## src/rtl/vtg_pkg.sv

```systemverilog
package vtg_pkg;
  localparam int NLIM = 9;
  typedef enum logic [3:0] {
    REG_CTRL  = 4'd0,
    REG_HTOT  = 4'd1,
    REG_HDISP = 4'd2,
    REG_HSS   = 4'd3,
    REG_HSE   = 4'd4,
    REG_VTOT  = 4'd5,
    REG_VDISP = 4'd6,
    REG_VSS   = 4'd7,
    REG_VSE   = 4'd8,
    REG_SHORT = 4'd9,
    REG_PAN   = 4'd10
  } reg_e;
  // limit array index = register index - 1
  localparam int L_HTOT  = 0;
  localparam int L_HDISP = 1;
  localparam int L_HSS   = 2;
  localparam int L_HSE   = 3;
  localparam int L_VTOT  = 4;
  localparam int L_VDISP = 5;
  localparam int L_VSS   = 6;
  localparam int L_VSE   = 7;
  localparam int L_SHORT = 8;
endpackage

```

## src/rtl/vtg_regs.sv

```systemverilog
module vtg_regs
  import vtg_pkg::*;
#(
  parameter int CW = 12,
  parameter int AW = 4,
  parameter logic [NLIM*CW-1:0] LIM_RST = '0
) (
  input  logic                      clk_i,
  input  logic                      rst_ni,
  input  logic                      wr_en_i,
  input  logic [AW-1:0]             wr_addr_i,
  input  logic [31:0]               wr_data_i,
  output logic [1:0]                ctrl_o,
  output logic [NLIM-1:0][CW-1:0]   lim_o,
  output logic [15:0]               pan_x_o,
  output logic [15:0]               pan_y_o
);
  logic [1:0] ctrl_q;
  logic [NLIM-1:0][CW-1:0] lim_q;
  logic [15:0] pan_x_q, pan_y_q;

  always_ff @(posedge clk_i or negedge rst_ni) begin
    if (!rst_ni) begin
      ctrl_q  <= '0;
      pan_x_q <= '0;
      pan_y_q <= '0;
    end else if (wr_en_i) begin
      if (wr_addr_i == AW'(REG_CTRL)) ctrl_q <= wr_data_i[1:0];
      if (wr_addr_i == AW'(REG_PAN)) begin
        pan_x_q <= {wr_data_i[31:19], 3'b000};
        pan_y_q <= wr_data_i[15:0];
      end
    end
  end

  // limits only accept writes while the generator is fully stopped
  always_ff @(posedge clk_i or negedge rst_ni) begin
    if (!rst_ni) begin
      lim_q <= LIM_RST;
    end else if (wr_en_i && ctrl_q == 2'b00) begin
      for (int i = 0; i < NLIM; i++)
        if (wr_addr_i == AW'(i + 1)) lim_q[i] <= wr_data_i[CW-1:0];
    end
  end

  assign ctrl_o  = ctrl_q;
  assign lim_o   = lim_q;
  assign pan_x_o = pan_x_q;
  assign pan_y_o = pan_y_q;
endmodule

```

## src/rtl/vtg_counter.sv

```systemverilog
module vtg_counter #(
  parameter int CW = 12
) (
  input  logic          clk_i,
  input  logic          rst_ni,
  input  logic          en_i,
  input  logic          step_i,
  input  logic [CW-1:0] last_i,
  output logic [CW-1:0] cnt_o,
  output logic          wrap_o
);
  logic [CW-1:0] cnt_q;

  assign wrap_o = step_i && (cnt_q == last_i);

  always_ff @(posedge clk_i or negedge rst_ni) begin
    if (!rst_ni)      cnt_q <= '0;
    else if (!en_i)   cnt_q <= '0;
    else if (wrap_o)  cnt_q <= '0;
    else if (step_i)  cnt_q <= cnt_q + 1'b1;
  end

  assign cnt_o = cnt_q;
endmodule

```

## src/rtl/vtg_window.sv

```systemverilog
module vtg_window #(
  parameter int CW = 12
) (
  input  logic [CW-1:0] pos_i,
  input  logic [CW-1:0] start_i,
  input  logic [CW-1:0] stop_i,
  output logic          in_o
);
  // open at start, closed at stop
  assign in_o = (pos_i > start_i) && (pos_i <= stop_i);
endmodule

```

## src/rtl/vtg_top.sv

```systemverilog
module vtg_top
  import vtg_pkg::*;
#(
  parameter int CW     = 12,
  parameter int AW     = 4,
  parameter int H_ACT  = 1280,
  parameter int H_FP   = 48,
  parameter int H_SYNC = 112,
  parameter int H_BP   = 248,
  parameter int V_ACT  = 1024,
  parameter int V_FP   = 1,
  parameter int V_SYNC = 3,
  parameter int V_BP   = 38,
  parameter int PREF   = 64
) (
  input  logic          clk_i,
  input  logic          rst_ni,
  input  logic          wr_en_i,
  input  logic [AW-1:0] wr_addr_i,
  input  logic [31:0]   wr_data_i,
  output logic [CW-1:0] pix_cnt_o,
  output logic [CW-1:0] line_cnt_o,
  output logic          active_o,
  output logic          hsync_o,
  output logic          vsync_o,
  output logic          prefetch_o,
  output logic [15:0]   pan_x_o,
  output logic [15:0]   pan_y_o
);
  localparam int H_TOT = H_ACT + H_FP + H_SYNC + H_BP;
  localparam int V_TOT = V_ACT + V_FP + V_SYNC + V_BP;
  localparam int PF_C  = (PREF >= H_TOT) ? H_TOT - 1 : PREF;
  localparam logic [NLIM*CW-1:0] LIM_RST = {
    CW'(H_TOT - PF_C - 1),
    CW'(V_ACT + V_FP + V_SYNC - 1), CW'(V_ACT + V_FP - 1),
    CW'(V_ACT - 1), CW'(V_TOT - 1),
    CW'(H_ACT + H_FP + H_SYNC - 1), CW'(H_ACT + H_FP - 1),
    CW'(H_ACT - 1), CW'(H_TOT - 1)
  };

  logic [1:0] ctrl;
  logic [NLIM-1:0][CW-1:0] lim;
  logic en, refresh, pix_wrap, line_wrap, hs_in, vs_in;

  vtg_regs #(.CW(CW), .AW(AW), .LIM_RST(LIM_RST)) regs_i (
    .clk_i, .rst_ni, .wr_en_i, .wr_addr_i, .wr_data_i,
    .ctrl_o(ctrl), .lim_o(lim), .pan_x_o, .pan_y_o
  );

  assign en      = ctrl[0];
  assign refresh = ctrl[1];

  vtg_counter #(.CW(CW)) hcnt_i (
    .clk_i, .rst_ni, .en_i(en), .step_i(1'b1), .last_i(lim[L_HTOT]),
    .cnt_o(pix_cnt_o), .wrap_o(pix_wrap)
  );

  vtg_counter #(.CW(CW)) vcnt_i (
    .clk_i, .rst_ni, .en_i(en), .step_i(pix_wrap), .last_i(lim[L_VTOT]),
    .cnt_o(line_cnt_o), .wrap_o(line_wrap)
  );

  vtg_window #(.CW(CW)) hwin_i (
    .pos_i(pix_cnt_o), .start_i(lim[L_HSS]), .stop_i(lim[L_HSE]), .in_o(hs_in)
  );

  vtg_window #(.CW(CW)) vwin_i (
    .pos_i(line_cnt_o), .start_i(lim[L_VSS]), .stop_i(lim[L_VSE]), .in_o(vs_in)
  );

  assign hsync_o    = hs_in;
  assign vsync_o    = vs_in;
  assign active_o   = en && refresh && (pix_cnt_o <= lim[L_HDISP]) &&
                      (line_cnt_o <= lim[L_VDISP]);
  assign prefetch_o = en && refresh && (pix_cnt_o == lim[L_SHORT]);
endmodule

```

## config.mk

```make
export PLATFORM = sky130hd
export DESIGN_NAME = vtg_top
export DESIGN_NICKNAME = d
export VERILOG_FILES = /design/src/rtl/vtg_pkg.sv /design/src/rtl/vtg_regs.sv /design/src/rtl/vtg_counter.sv /design/src/rtl/vtg_window.sv /design/src/rtl/vtg_top.sv
export SDC_FILE = /design/constraint.sdc
export NUM_CORES = 1
export LEC_CHECK = 0
export ABC_CLOCK_PERIOD_IN_PS = 6100
export BUFFER_PORTS_ARGS = -buffer_cell sky130_fd_sc_hd__buf_2
export CAP_MARGIN = 30
export CORE_ASPECT_RATIO = 0.6
export CORE_MARGIN = 4
export CORE_UTILIZATION = 35
export DETAILED_ROUTE_END_ITERATION = 6
export PLACE_DENSITY = 0.58
export SYNTH_ARGS = -nofsm -noshare
export SYNTH_HDL_FRONTEND = slang
export SYNTH_SLANG_ARGS = --single-unit
```

## constraint.sdc

```tcl
create_clock -name clk_i -period 6.1 [get_ports clk_i]
set_input_delay 1.22 -clock clk_i [delete_from_list [all_inputs] [get_ports clk_i]]
set_output_delay 1.22 -clock clk_i [all_outputs]
set_load 0.02 [all_outputs]
```

==> results.yml <==
status:
  outcome: "finished, final reports clean"
setup_path:
  path_buf_inv: 1
  path_class: "flop to primary output"
  crit_top_cell: "a21oi_1"
  path_cells: "ha_1 > a21oi_1 > o21ai_0 > a2111oi_0 > a21oi_1 > nor4_1 > buf_2"
  crit_family: "compound AO/OA/AOI/OAI gates"
  crit_arrival_ps: 2980
  critical_path_peak_fanout: 8
  crit_path_top_delay_cell: "dfrtp_1"
  endpoint_kind: "primary output"
  max_stage_delay_ps: 660
  startpoint_type: "flop"
  critPathRequiredTime_ps: 4880
routing:
  drc: 0
  drt_iter0_drc: 293
  dr.pass1.iters: 5
  met3_wirelength_mm: 1.417
  ant_nets: 0
  m1WireLength_mm: 12.07
  wl_met2_mm: 9.289
  dr_total_vias: 6000
  dr.max_layer_used: "met4"
  post_drt_wl_per_cell_um: 19.44
  via_per_inst: 5.085
  wl_mm: 22.95
yosys:
  syn-cell-area_um2: 8871
  yosysSeqAreaShare_pct: 46.77
  synth.yosys.warnings: 0
  synth_cell_types: 45
  synth_enable_flop_cells: 0
  synthFlopType: "dfrtp_1"
  ys_seq_elements: 163
  syn_avg_cell_area_um2: 11.51
  async_reset_ff_share_pct: 100.0
  synthCells: 771
final_layout:
  fill_cells: 2365
  syn_to_final_growth_pct: 14.25
  num_antenna_cells: 0
  fin_util_pct: 41.28
  nets: 958
  drive_gt1_share_pct: 37.30
sta:
  fmax_ghz: 0.2380
  fin_ws_ps: 1899
  relSlewSlack_pct: 51.64
  setup-violations-final: 0
  rsz0062_at_grt: "no"
  period_share_pct: 68.87
  hold_slack_ps: 503.8
  skew_ps: 5.411
  slew_viol_final: 0
  finalHoldViolCount: 0
  tightest_slew_ps: 725.4
  finalCriticalPeriod_ps: 4201
  finalSetupTns_ps: 0
clock_tree:
  cts_resized: 0
  cts_sinks: 163
  cts.path.max_buffers: 2
  clkTransAtPathRegs_ps: 70
  postCtsHoldBufs: 0
  cts_inserted_buffers: 17
  root_buffer: "clkbuf_16"
  insertion_delay_ps: 430
  htreeDepth: 4
  postCtsSetupRepairBufs: 0
  cts_tree: "yes"
floorplan:
  rows: 44
  core_area_um2: 24550
  pin_count: 99
  die_area_um2: 28040
  initial_core_util_pct: 36.13
  die_w_um: 213.5
  die_y_um: 131.3
hold_path:
  min_path_type: "flop to flop"
power_and_ir_drop:
  total_power_w: 0.003379
  vdd_drop_max_mv: 0.2003
  power_leakage_nw: 4.865
  powerDensity_nw_per_um2: 333.4
place:
  place_congestion: 0.7865
  dp_hpwl_mm: 15.79
  pre_cts_ws_ps: 2435
  io_buffers: 92
global_route:
  grt-ovfl-total: 0
  grt_usage_pct: 16.98
  grt_max_degree: 63
  grt_pass1_wl_mm: 36.30
  antenna_found_initial: 0
  grt_pass1_vias: 5995
job:
  cap_viol_max_count: 0
power by group:
part           total, W  switching, W  internal [W]
Clock           0.00110      0.000481      0.000618
Sequential      0.00152      0.000138       0.00138
Combinational  0.000760      0.000406      0.000354
path summary, 6_finish.rpt:
path                                    start  cells after the start                  to  slack [ps]
hold / removal             regs_i.pan_x_o[10]                      1  regs_i.pan_x_o[10]         500
min in group asynchronous              rst_ni                      1     hcnt_i.cnt_o[1]         760
hold reg to reg            regs_i.pan_x_o[10]                      1  regs_i.pan_x_o[10]         500
setup reg to reg              hcnt_i.cnt_o[2]                      5     vcnt_i.cnt_o[0]        3680
setup / recovery              hcnt_i.cnt_o[9]                      7            active_o        1900
max in group asynchronous              rst_ni                      2    regs_i.lim_o[35]        4240
cell families after synthesis:
kind of cell / Yosys count / share of synthesized area [%]
multiplexers: 129 / 16.36
buffers and inverters: 112 / 5.614
other: 1 / 0.04227
adder cells (fa/ha/maj): 74 / 10.44
AND/OR/NAND/NOR: 148 / 8.985
XOR/XNOR: 46 / 4.626
AO/OA/AOI/OAI: 98 / 7.165
flip-flops: 163 / 46.77
routing by layer:
metal | vias to the layer above | global-route usage, %
li1 | 2854 | -
met1 | 2985 | 26.97
met2 | 144 | 22.57
met3 | 17 | 5.360
met4 | 0 | 2.984
met5 | - | 0
per-stage QoR:
step                instance area, µm²  cells
floorplan                         8879    773
global placement                  9542   1148
detailed placement                9542   1148
CTS                              10130   1180
global route                     10130   1180
finish                           10130   1180
state kept, by name (all words and copies together) (netlist names):
| signal | flops |
|---|---|
| regs_i.ctrl_o | 2 |
| regs_i.pan_y_o | 16 |
| hcnt_i.cnt_o | 12 |
| regs_i.pan_x_o | 13 |
| vcnt_i.cnt_o | 12 |
| regs_i.lim_o | 108 |
cell type report:
class	count	area, µm²	area share (%)
multi-input combinational	498	4234	41.78
sequential	163	4149	40.94
timing repair buffer	96	496.7	4.901
clock buffer	18	439.2	4.333
tap	322	402.9	3.975
inverter	69	259.0	2.556
clock inverter	14	153.9	1.519
cells in the final DEF (no fill, tap or decap), drive strengths merged, types with 2 or more instances in the layout:
master,instances
xor2,33
mux2,128
conb,3
and2,3
a21oi,24
ha,74
nand2,39
a211oi,4
and3,12
xnor2,13
nor3,6
inv,72
o21a,3
dfstp,56
nand2b,2
clkinv,6
dfrtp,107
clkinvlp,3
nand3,11
a32oi,9
a21o,19
a31oi,5
nor2b,9
o21ai,20
nand4,23
clkbuf,18
nor4,10
o211ai,7
nand3b,4
buf,96
nor2,24
o41ai,4
bufinv,2
Yosys cell counts (20+ instances only):
| master | number | area (µm²) |
|---|---|---|
| dfstp_2 | 56 | 1471 |
| o21ai_0 | 20 | 100.1 |
| mux2_2 | 128 | 1441 |
| clkbuf_1 | 20 | 75.07 |
| inv_1 | 69 | 259.0 |
| nor2_1 | 24 | 90.09 |
| nand4_1 | 23 | 143.9 |
| nand2_1 | 39 | 146.4 |
| xor2_1 | 32 | 280.3 |
| ha_1 | 74 | 925.9 |
| dfrtp_1 | 107 | 2678 |
| a21oi_1 | 24 | 120.1 |
Note: power is estimated with default switching activity, not from simulation.
